**src/rtl/ent_accum_pkg.sv**
```systemverilog
package ent_accum_pkg;

    localparam int CRC_W  = 64;
    localparam int SRC_N  = 3;
    localparam int OSC_W  = 2;
    localparam int ASEL_W = 2;

    localparam logic [CRC_W-1:0] CRC_POLY = 64'h231D_CEE9_1262_B8A3;

    // control word field positions (fourth write and control read)
    localparam int F_MODE = 0;
    localparam int F_EN   = 1;
    localparam int F_ASEL = 4;
    localparam int F_OSC  = 6;
    localparam int F_WAIT = 8;

    localparam logic [ASEL_W-1:0] ASEL_MUTE = 2'd3;

    typedef enum logic [1:0] {
        ST_OK     = 2'd0,
        ST_NOTRDY = 2'd1,
        ST_WBLK   = 2'd2
    } rd_status_e;

    typedef struct packed {
        logic [ASEL_W-1:0] asel;
        logic [SRC_N-1:0]  en;
        logic              mode;
    } mode_t;

    typedef enum logic {
        CS_IDLE = 1'b0,
        CS_PEND = 1'b1
    } cons_st_e;

endpackage

```
**src/rtl/ent_crc_core.sv**
```systemverilog
module ent_crc_core
    import ent_accum_pkg::*;
#(
    parameter int               W    = CRC_W,
    parameter logic [W-1:0]     POLY = CRC_POLY
) (
    input  logic             clk,
    input  logic             rst,
    input  logic             acc_en,
    input  logic [SRC_N-1:0] src,
    input  logic [SRC_N-1:0] en,
    output logic [W-1:0]     crc_q
);

    logic [SRC_N-1:0] gated;
    logic             mix;
    logic             fb;
    logic [W-1:0]     crc_nxt;

    for (genvar g = 0; g < SRC_N; g++) begin : g_gate
        assign gated[g] = src[g] & en[g];
    end

    assign mix = ^gated;
    assign fb  = crc_q[W-1] ^ mix;

    always_comb begin
        crc_nxt = {crc_q[W-2:0], 1'b0};
        if (fb) begin
            crc_nxt = crc_nxt ^ POLY;
        end
    end

    always_ff @(posedge clk) begin
        if (rst) begin
            crc_q <= '0;
        end else if (acc_en) begin
            crc_q <= crc_nxt;
        end
    end

endmodule

```
**src/rtl/ent_ctl_seq.sv**
```systemverilog
module ent_ctl_seq
    import ent_accum_pkg::*;
#(
    parameter int WAIT_W   = 16,
    parameter int RST_WAIT = 64
) (
    input  logic                   clk,
    input  logic                   rst,
    input  logic                   wr_stb,
    input  logic [CRC_W-1:0]       wdata,
    input  logic                   clr_ready,
    output mode_t                  cfg,
    output logic [WAIT_W-1:0]      wait_q,
    output logic [SRC_N*OSC_W-1:0] osc_sel,
    output logic                   ready,
    output logic                   final_wr
);

    localparam int SEQ_W = $clog2(SRC_N + 1);

    logic [SEQ_W-1:0] seq_q;
    logic [OSC_W-1:0] osc_q [SRC_N];
    logic             unused_wbits;

    assign unused_wbits = ^wdata;
    assign final_wr     = wr_stb && (seq_q == SEQ_W'(SRC_N));

    always_ff @(posedge clk) begin
        if (rst) begin
            seq_q  <= '0;
            cfg    <= '0;
            wait_q <= WAIT_W'(RST_WAIT);
            ready  <= 1'b0;
        end else if (final_wr) begin
            cfg.mode <= wdata[F_MODE];
            cfg.en   <= wdata[F_EN +: SRC_N];
            cfg.asel <= wdata[F_ASEL +: ASEL_W];
            wait_q   <= wdata[F_WAIT +: WAIT_W];
            ready    <= 1'b1;
            seq_q    <= '0;
        end else if (wr_stb) begin
            ready <= 1'b0;
            seq_q <= seq_q + SEQ_W'(1);
        end else if (clr_ready) begin
            ready <= 1'b0;
        end
    end

    for (genvar g = 0; g < SRC_N; g++) begin : g_osc
        always_ff @(posedge clk) begin
            if (rst) begin
                osc_q[g] <= '0;
            end else if (wr_stb && !final_wr && seq_q == SEQ_W'(g)) begin
                osc_q[g] <= wdata[F_OSC +: OSC_W];
            end
        end
        assign osc_sel[g*OSC_W +: OSC_W] = osc_q[g];
    end

endmodule

```
**src/rtl/ent_interlock.sv**
```systemverilog
module ent_interlock #(
    parameter int WAIT_W   = 16,
    parameter int RST_WAIT = 64
) (
    input  logic              clk,
    input  logic              rst,
    input  logic              load,
    input  logic [WAIT_W-1:0] load_val,
    input  logic              tick,
    output logic              open
);

    logic [WAIT_W-1:0] cnt_q;

    assign open = (cnt_q == '0);

    always_ff @(posedge clk) begin
        if (rst) begin
            cnt_q <= WAIT_W'(RST_WAIT);
        end else if (load) begin
            cnt_q <= load_val;
        end else if (tick && !open) begin
            cnt_q <= cnt_q - WAIT_W'(1);
        end
    end

endmodule

```
**src/rtl/ent_consumer.sv**
```systemverilog
module ent_consumer
    import ent_accum_pkg::*;
#(
    parameter int W = CRC_W
) (
    input  logic           clk,
    input  logic           rst,
    input  logic           req,
    input  logic           gnt,
    input  rd_status_e     status,
    input  logic [W-1:0]   word,
    output logic           pend,
    output logic           err,
    output logic           valid,
    output logic           ok,
    output logic [W/2-1:0] data
);

    localparam int HALF_W = W / 2;

    cons_st_e          st_q;
    logic [HALF_W-1:0] buf_q;
    logic              buf_v;

    assign pend = (st_q == CS_PEND);
    assign err  = pend && gnt && (status == ST_WBLK);

    always_ff @(posedge clk) begin
        if (rst) begin
            st_q  <= CS_IDLE;
            buf_q <= '0;
            buf_v <= 1'b0;
            valid <= 1'b0;
            ok    <= 1'b0;
            data  <= '0;
        end else begin
            valid <= 1'b0;
            unique case (st_q)
                CS_IDLE: begin
                    if (req && buf_v) begin
                        valid <= 1'b1;
                        ok    <= 1'b1;
                        data  <= buf_q;
                        buf_v <= 1'b0;
                    end else if (req) begin
                        st_q <= CS_PEND;
                    end
                end
                CS_PEND: begin
                    if (gnt) begin
                        valid <= 1'b1;
                        st_q  <= CS_IDLE;
                        if (status == ST_OK) begin
                            ok    <= 1'b1;
                            data  <= word[HALF_W-1:0];
                            buf_q <= word[W-1:HALF_W];
                            buf_v <= 1'b1;
                        end else begin
                            ok   <= 1'b0;
                            data <= '0;
                        end
                    end
                end
                default: st_q <= CS_IDLE;
            endcase
        end
    end

endmodule

```
**src/rtl/ent_accum_top.sv**
```systemverilog
module ent_accum_top
    import ent_accum_pkg::*;
#(
    parameter int               WAIT_W   = 16,
    parameter int               RST_WAIT = 64,
    parameter logic [CRC_W-1:0] POLY     = CRC_POLY
) (
    input  logic                   clk,
    input  logic                   rst,
    input  logic [SRC_N-1:0]       src_bits,
    input  logic                   rd_req,
    input  logic                   wr_req,
    input  logic                   addr,
    input  logic [CRC_W-1:0]       wdata,
    output logic                   stall,
    output logic                   rd_valid,
    output logic [CRC_W-1:0]       rdata,
    output logic [1:0]             rd_status,
    input  logic                   cons_req,
    output logic                   cons_valid,
    output logic                   cons_ok,
    output logic [CRC_W/2-1:0]     cons_data,
    output logic                   ready_o,
    output logic [SRC_N*OSC_W-1:0] osc_sel
);

    mode_t             cfg;
    logic [WAIT_W-1:0] wait_q;
    logic              ready;
    logic              final_wr;
    logic              lock_open;
    logic [CRC_W-1:0]  crc_q;
    logic [CRC_W-1:0]  ctl_word;
    logic              acc_en;
    logic              wr_stb;
    logic              data_rd;
    logic              can_serve;
    logic              bus_gnt;
    logic              cons_pend;
    logic              cons_gnt;
    logic              cons_err;
    logic              ok_rd;
    logic              lock_load;
    logic [WAIT_W-1:0] lock_val;
    rd_status_e        cur_st;

    assign ready_o = ready;
    assign wr_stb  = wr_req & addr;
    assign acc_en  = ready & (|cfg.en);
    assign data_rd = rd_req & ~addr;

    always_comb begin
        if (!ready) begin
            cur_st = ST_NOTRDY;
        end else if (cfg.asel == ASEL_MUTE) begin
            cur_st = ST_WBLK;
        end else begin
            cur_st = ST_OK;
        end
    end

    assign can_serve = (cur_st != ST_OK) | ~cfg.mode | lock_open;
    assign stall     = data_rd & ~can_serve;
    assign bus_gnt   = rd_req & ~stall;
    assign cons_gnt  = cons_pend & ~rd_req & can_serve;
    assign ok_rd     = (cur_st == ST_OK) & ((data_rd & can_serve) | cons_gnt);
    assign lock_load = final_wr | ok_rd;
    assign lock_val  = final_wr ? wdata[F_WAIT +: WAIT_W] : wait_q;

    always_comb begin
        ctl_word                  = '0;
        ctl_word[F_MODE]          = cfg.mode;
        ctl_word[F_EN +: SRC_N]   = cfg.en;
        ctl_word[F_ASEL +: ASEL_W] = cfg.asel;
        ctl_word[F_WAIT +: WAIT_W] = wait_q;
    end

    ent_ctl_seq #(
        .WAIT_W   (WAIT_W),
        .RST_WAIT (RST_WAIT)
    ) u_ctl (
        .clk       (clk),
        .rst       (rst),
        .wr_stb    (wr_stb),
        .wdata     (wdata),
        .clr_ready (cons_err),
        .cfg       (cfg),
        .wait_q    (wait_q),
        .osc_sel   (osc_sel),
        .ready     (ready),
        .final_wr  (final_wr)
    );

    ent_crc_core #(
        .W    (CRC_W),
        .POLY (POLY)
    ) u_crc (
        .clk    (clk),
        .rst    (rst),
        .acc_en (acc_en),
        .src    (src_bits),
        .en     (cfg.en),
        .crc_q  (crc_q)
    );

    ent_interlock #(
        .WAIT_W   (WAIT_W),
        .RST_WAIT (RST_WAIT)
    ) u_lock (
        .clk      (clk),
        .rst      (rst),
        .load     (lock_load),
        .load_val (lock_val),
        .tick     (acc_en),
        .open     (lock_open)
    );

    ent_consumer #(
        .W (CRC_W)
    ) u_cons (
        .clk    (clk),
        .rst    (rst),
        .req    (cons_req),
        .gnt    (cons_gnt),
        .status (cur_st),
        .word   (crc_q),
        .pend   (cons_pend),
        .err    (cons_err),
        .valid  (cons_valid),
        .ok     (cons_ok),
        .data   (cons_data)
    );

    always_ff @(posedge clk) begin
        if (rst) begin
            rd_valid  <= 1'b0;
            rdata     <= '0;
            rd_status <= ST_OK;
        end else begin
            rd_valid <= bus_gnt;
            if (bus_gnt) begin
                if (addr) begin
                    rdata     <= ctl_word;
                    rd_status <= ST_OK;
                end else begin
                    rdata     <= (cur_st == ST_OK) ? crc_q : '0;
                    rd_status <= cur_st;
                end
            end
        end
    end

endmodule

```
**config.mk**
```make
export PLATFORM = sky130hd
export DESIGN_NAME = ent_accum_top
export DESIGN_NICKNAME = d
export VERILOG_FILES = /design/src/rtl/ent_accum_pkg.sv /design/src/rtl/ent_crc_core.sv /design/src/rtl/ent_ctl_seq.sv /design/src/rtl/ent_interlock.sv /design/src/rtl/ent_consumer.sv /design/src/rtl/ent_accum_top.sv
export SDC_FILE = /design/constraint.sdc
export NUM_CORES = 1
export LEC_CHECK = 0
export ABC_CLOCK_PERIOD_IN_PS = 3800
export BUFFER_PORTS_ARGS = -buffer_cell sky130_fd_sc_hd__buf_2
export CORE_MARGIN = 4
export CORE_UTILIZATION = 60
export DETAILED_ROUTE_END_ITERATION = 16
export PLACE_DENSITY = 0.91
export SYNTH_ARGS = -nofsm -noshare
export SYNTH_HDL_FRONTEND = slang
export SYNTH_SLANG_ARGS = --single-unit
```
**constraint.sdc**
```tcl
create_clock -name clk -period 3.8 [get_ports clk]
set_input_delay 0.19 -clock clk [delete_from_list [all_inputs] [get_ports clk]]
set_output_delay 0.19 -clock clk [all_outputs]
set_load 0.03 [all_outputs]
```
==> run summary <==
### Timing
• number of endpoints with negative hold slack in the final report: 0
• Layout Skew: 0.0169 ns
• final number of max-transition violations: 0
• time the worst path needs with I/O delays and setup: 2.84 ns
• count of final setup violators: 0
• max frequency: 352 MHz
• unrepaired setup endpoints after global routing: false
• Rel. slew slack: 0.165
• share of the clock period used by the worst path: 0.747
• Total Neg Setup Slack: 0 ns
• Worst Tran Pin Value: 1.25 ns

### Detailed routing
• detail-routed net length per standard cell: 18.9 um
• vias after detailed routing: 9552
• iteration-0 DRC count of the detailed router: 1102
• DRT Wirelength: 29300 um
• first-pass iteration count of the detailed router: 6
• mean number of vias per cell: 6.15
• count of unresolved DRC violations after routing: 0
• number of nets with antenna violations after detailed routing: 0

### Pwr
• leakage component of the power: 4.92 nW
• power density of the placed cells: 432 mW/mm^2
• worst voltage drop across the vdd grid: 362 uV

### Clock network
• maximum count of clock buffers along a single path: 3
• number of CTS-inserted buffers: 25
• count of cells resized by post-cts repair: 0
• clock net sink count: 246
• cell at the root of the clock tree: sky130_fd_sc_hd__clkbuf_16
• worst-skew pair later-pin latency: 0.53 ns
• clock slew seen by the registers of the worst setup and hold paths: 0.06 ns
• TritonCTS clock tree: built
• number of post-CTS setup repair buffers: 0
• number of buffers inserted by hold repair at cts: 22
• H-tree Lvls: 1

### Layout
• Layout area overhead: 16.4%
• fraction of final layout cells with drive strength greater than 1: 0.160
• post-route insts no fill: 1553
• final net count: 1389
• final std cell area, no fill: 0.0124 sq mm
• utilization after layout: 0.715
• antenna cell count: 0

### Worst setup path
• worst reg-to-reg setup slack: 0.96 ns
• critical path's slowest cell: sky130_fd_sc_hd__o31a_1
• Worst EP arrival: 3.26 ns
• kind of critical path: flop to flop
• R2R cell count: 7
• crit path capture type: flop
• largest fanout of any net on the critical path: 22
• Critical R2R Launch: u_lock.cnt_q[0]
• cells along the critical path: inv_1, ha_1, nor4b_1, and4_1, o31a_1, nor2_1, nor3_1
• required time of the critical path: 4.23 ns
• CP max stage delay: 0.78 ns
• Critical Path Start Type: flop
• capturing point of the worst reg2reg path: rdata[0]

### Placed design
• Placement Cell Area: 0.0114 sq mm
• Detailed Place HPWL: 18200 um
• number of buffers inserted by port buffering: 141
• total instance count after detailed placement: 1486
• global placer's final weighted congestion: 0.897

### Synth
• register bit total from synthesis: 246
• sequential fraction of the synthesis area: 0.469
• Post-synth top flop: sky130_fd_sc_hd__dfxtp_1
• library cells used by synthesis: 53
• average footprint of a synthesized cell: 8.80 sq um
• Post-synth EDFFs: 6
• fraction of synthesis flops using an asynchronous set or reset pin: 0
• Post-Syn Instances: 1208
• syn nets: 1287
• cell area after synthesis: 0.0106 sq mm
• number of warning messages in the yosys log: 0

### GRT
• maximum number of pins on one net before global-route repair: 104
• antenna violations before repair: 0
• wire length of the first global-routing pass: 46700 um
• total routing usage reported by global routing: 0.285
• final global-route overflow total: 0
• vias in the first global route: 9003

### Worst hold path
• hold-critical path endpoint: u_ctl.wait_q[2]
• hold-critical path depth: 3
• Hold Crit Start: wdata[10]
• Hold/Removal Path Class: input pin to flop

### Floorplan
• core outline area: 0.0173 sq mm
• die width: 141 um
• I/O pin count: 182
• full die area: 0.0199 sq mm
• Core Rows: 48
• die extent in y: 141 um
• starting density of the core: 0.614

### Flow run
• maxcap violations: 0

### Run status
• run status: complete, no violations

==> sequential cells by signal, summed over array words and instances (netlist names) <==
signal / flops
u_lock.cnt_q: 16
u_cons.data: 32
rd_status: 2
u_cons.buf_v: 1
u_cons.ok: 1
u_ctl.seq_q: 2
u_ctl.ready: 1
u_ctl.wait_q: 16
u_cons.valid: 1
u_ctl.cfg: 6
u_ctl.osc_q: 6
u_crc.crc_q: 64
rd_valid: 1
u_cons.pend: 1
rdata: 64
u_cons.buf_q: 32
==> routing by layer <==
layer,wire length (um),track usage,part of all wire,up-vias
met5,0,0,0,-
met4,1190,0.111,0.041,0
met3,2300,0.0421,0.079,94
met2,14100,0.472,0.48,458
met1,11800,0.377,0.40,4581
li1,-,-,-,4419
==> cell usage after synthesis, types with 4 or more instances <==
master / count / area share
sky130_fd_sc_hd__a211oi_1: 26 / 0.018
sky130_fd_sc_hd__a21oi_1: 97 / 0.046
sky130_fd_sc_hd__a22oi_1: 43 / 0.030
sky130_fd_sc_hd__a311oi_1: 33 / 0.027
sky130_fd_sc_hd__a31oi_1: 5 / 0.0029
sky130_fd_sc_hd__a41oi_1: 6 / 0.0049
sky130_fd_sc_hd__and3_1: 5 / 0.0029
sky130_fd_sc_hd__buf_1: 9 / 0.0032
sky130_fd_sc_hd__buf_2: 18 / 0.0085
sky130_fd_sc_hd__clkbuf_1: 75 / 0.026
sky130_fd_sc_hd__dfxtp_1: 240 / 0.45
sky130_fd_sc_hd__edfxtp_1: 6 / 0.017
sky130_fd_sc_hd__ha_1: 6 / 0.0071
sky130_fd_sc_hd__inv_1: 6 / 0.0021
sky130_fd_sc_hd__mux2i_1: 32 / 0.030
sky130_fd_sc_hd__nand2_1: 210 / 0.074
sky130_fd_sc_hd__nand2b_1: 37 / 0.022
sky130_fd_sc_hd__nand3_1: 39 / 0.018
sky130_fd_sc_hd__nor2_1: 141 / 0.050
sky130_fd_sc_hd__nor3_1: 62 / 0.029
sky130_fd_sc_hd__nor4_1: 8 / 0.0047
sky130_fd_sc_hd__o211ai_1: 5 / 0.0035
sky130_fd_sc_hd__o21ai_0: 18 / 0.0085
sky130_fd_sc_hd__xnor2_1: 10 / 0.0082
sky130_fd_sc_hd__xor2_1: 4 / 0.0033
sky130_fd_sc_hd__xor3_1: 29 / 0.065
==> worst max-delay path by stage <==
stage,slack (ns),from,end
5_1_grt,0.78,u_lock.cnt_q[0],rdata[0]
3_3_place_gp,1.13,u_lock.cnt_q[0],rdata[22]
3_5_place_dp,1.07,u_lock.cnt_q[0],u_cons.buf_q[12]
2_1_floorplan,1.60,u_ctl.ready,u_lock.cnt_q[15]
4_1_cts,1.03,u_lock.cnt_q[0],u_cons.buf_q[12]
6_report,0.96,u_lock.cnt_q[0],rdata[0]
==> cell usage in the layout, fill, tap and decap left out, drive strengths merged, types with 28 or more instances in the layout <==
cell type,n
a211oi,28
a21oi,97
a22oi,43
a311oi,33
buf,159
clkbuf,34
dfxtp,240
mux2i,32
nand2,210
nand2b,37
nand3,39
nor2,141
nor3,62
xor3,29
==> through the flow <==
stage / setup slack [ns] / hold WS, ns / power (mW)
2_1_floorplan: 1.60 / 0.322 / 2.94
3_3_place_gp: 1.13 / 0.434 / 3.03
3_5_place_dp: 1.07 / 0.439 / 3.04
4_1_cts: 1.03 / 0.00230 / 5.35
5_1_grt: 0.777 / 0.0217 / 5.49
6_report: 0.963 / 0.0165 / 5.35
==> worst max-delay path: cells and delay by family (launching register included) <==
kind,cells,cell delay [ns]
and+or+nand+nor,4,1.39
AOI/OAI and AO/OA,1,0.78
DFF,1,0.33
adders and majority gates,1,0.15
buffers and inverters,1,0.10
==> kinds of logic after synthesis <==
family | Yosys count | synth area share
mux | 32 | 0.0301
compound gates | 251 | 0.158
simple gates | 518 | 0.213
buf+inv | 112 | 0.0456
xor+xnor | 43 | 0.0764
flops | 246 | 0.469
fa+ha+maj | 6 | 0.00707
==> cell type report <==
class                           count  area, sq um
Multi-Input combinational cell    850         5220
Sequential cell                   246         4990
Fill cell                        1243         4930
Timing Repair Buffer              181         1080
Clock buffer                       34          689
Tap cell                          225          282
Clock inverter                     11         82.6
Inverter                            6         22.5
==> power by group <==
part	switching, mW	internal, mW	total [mW]
Combinational	0.238	0.109	0.347
Sequential	0.0260	2.63	2.66
Clock	1.01	1.34	2.34
(Power assumes the default switching activity.)
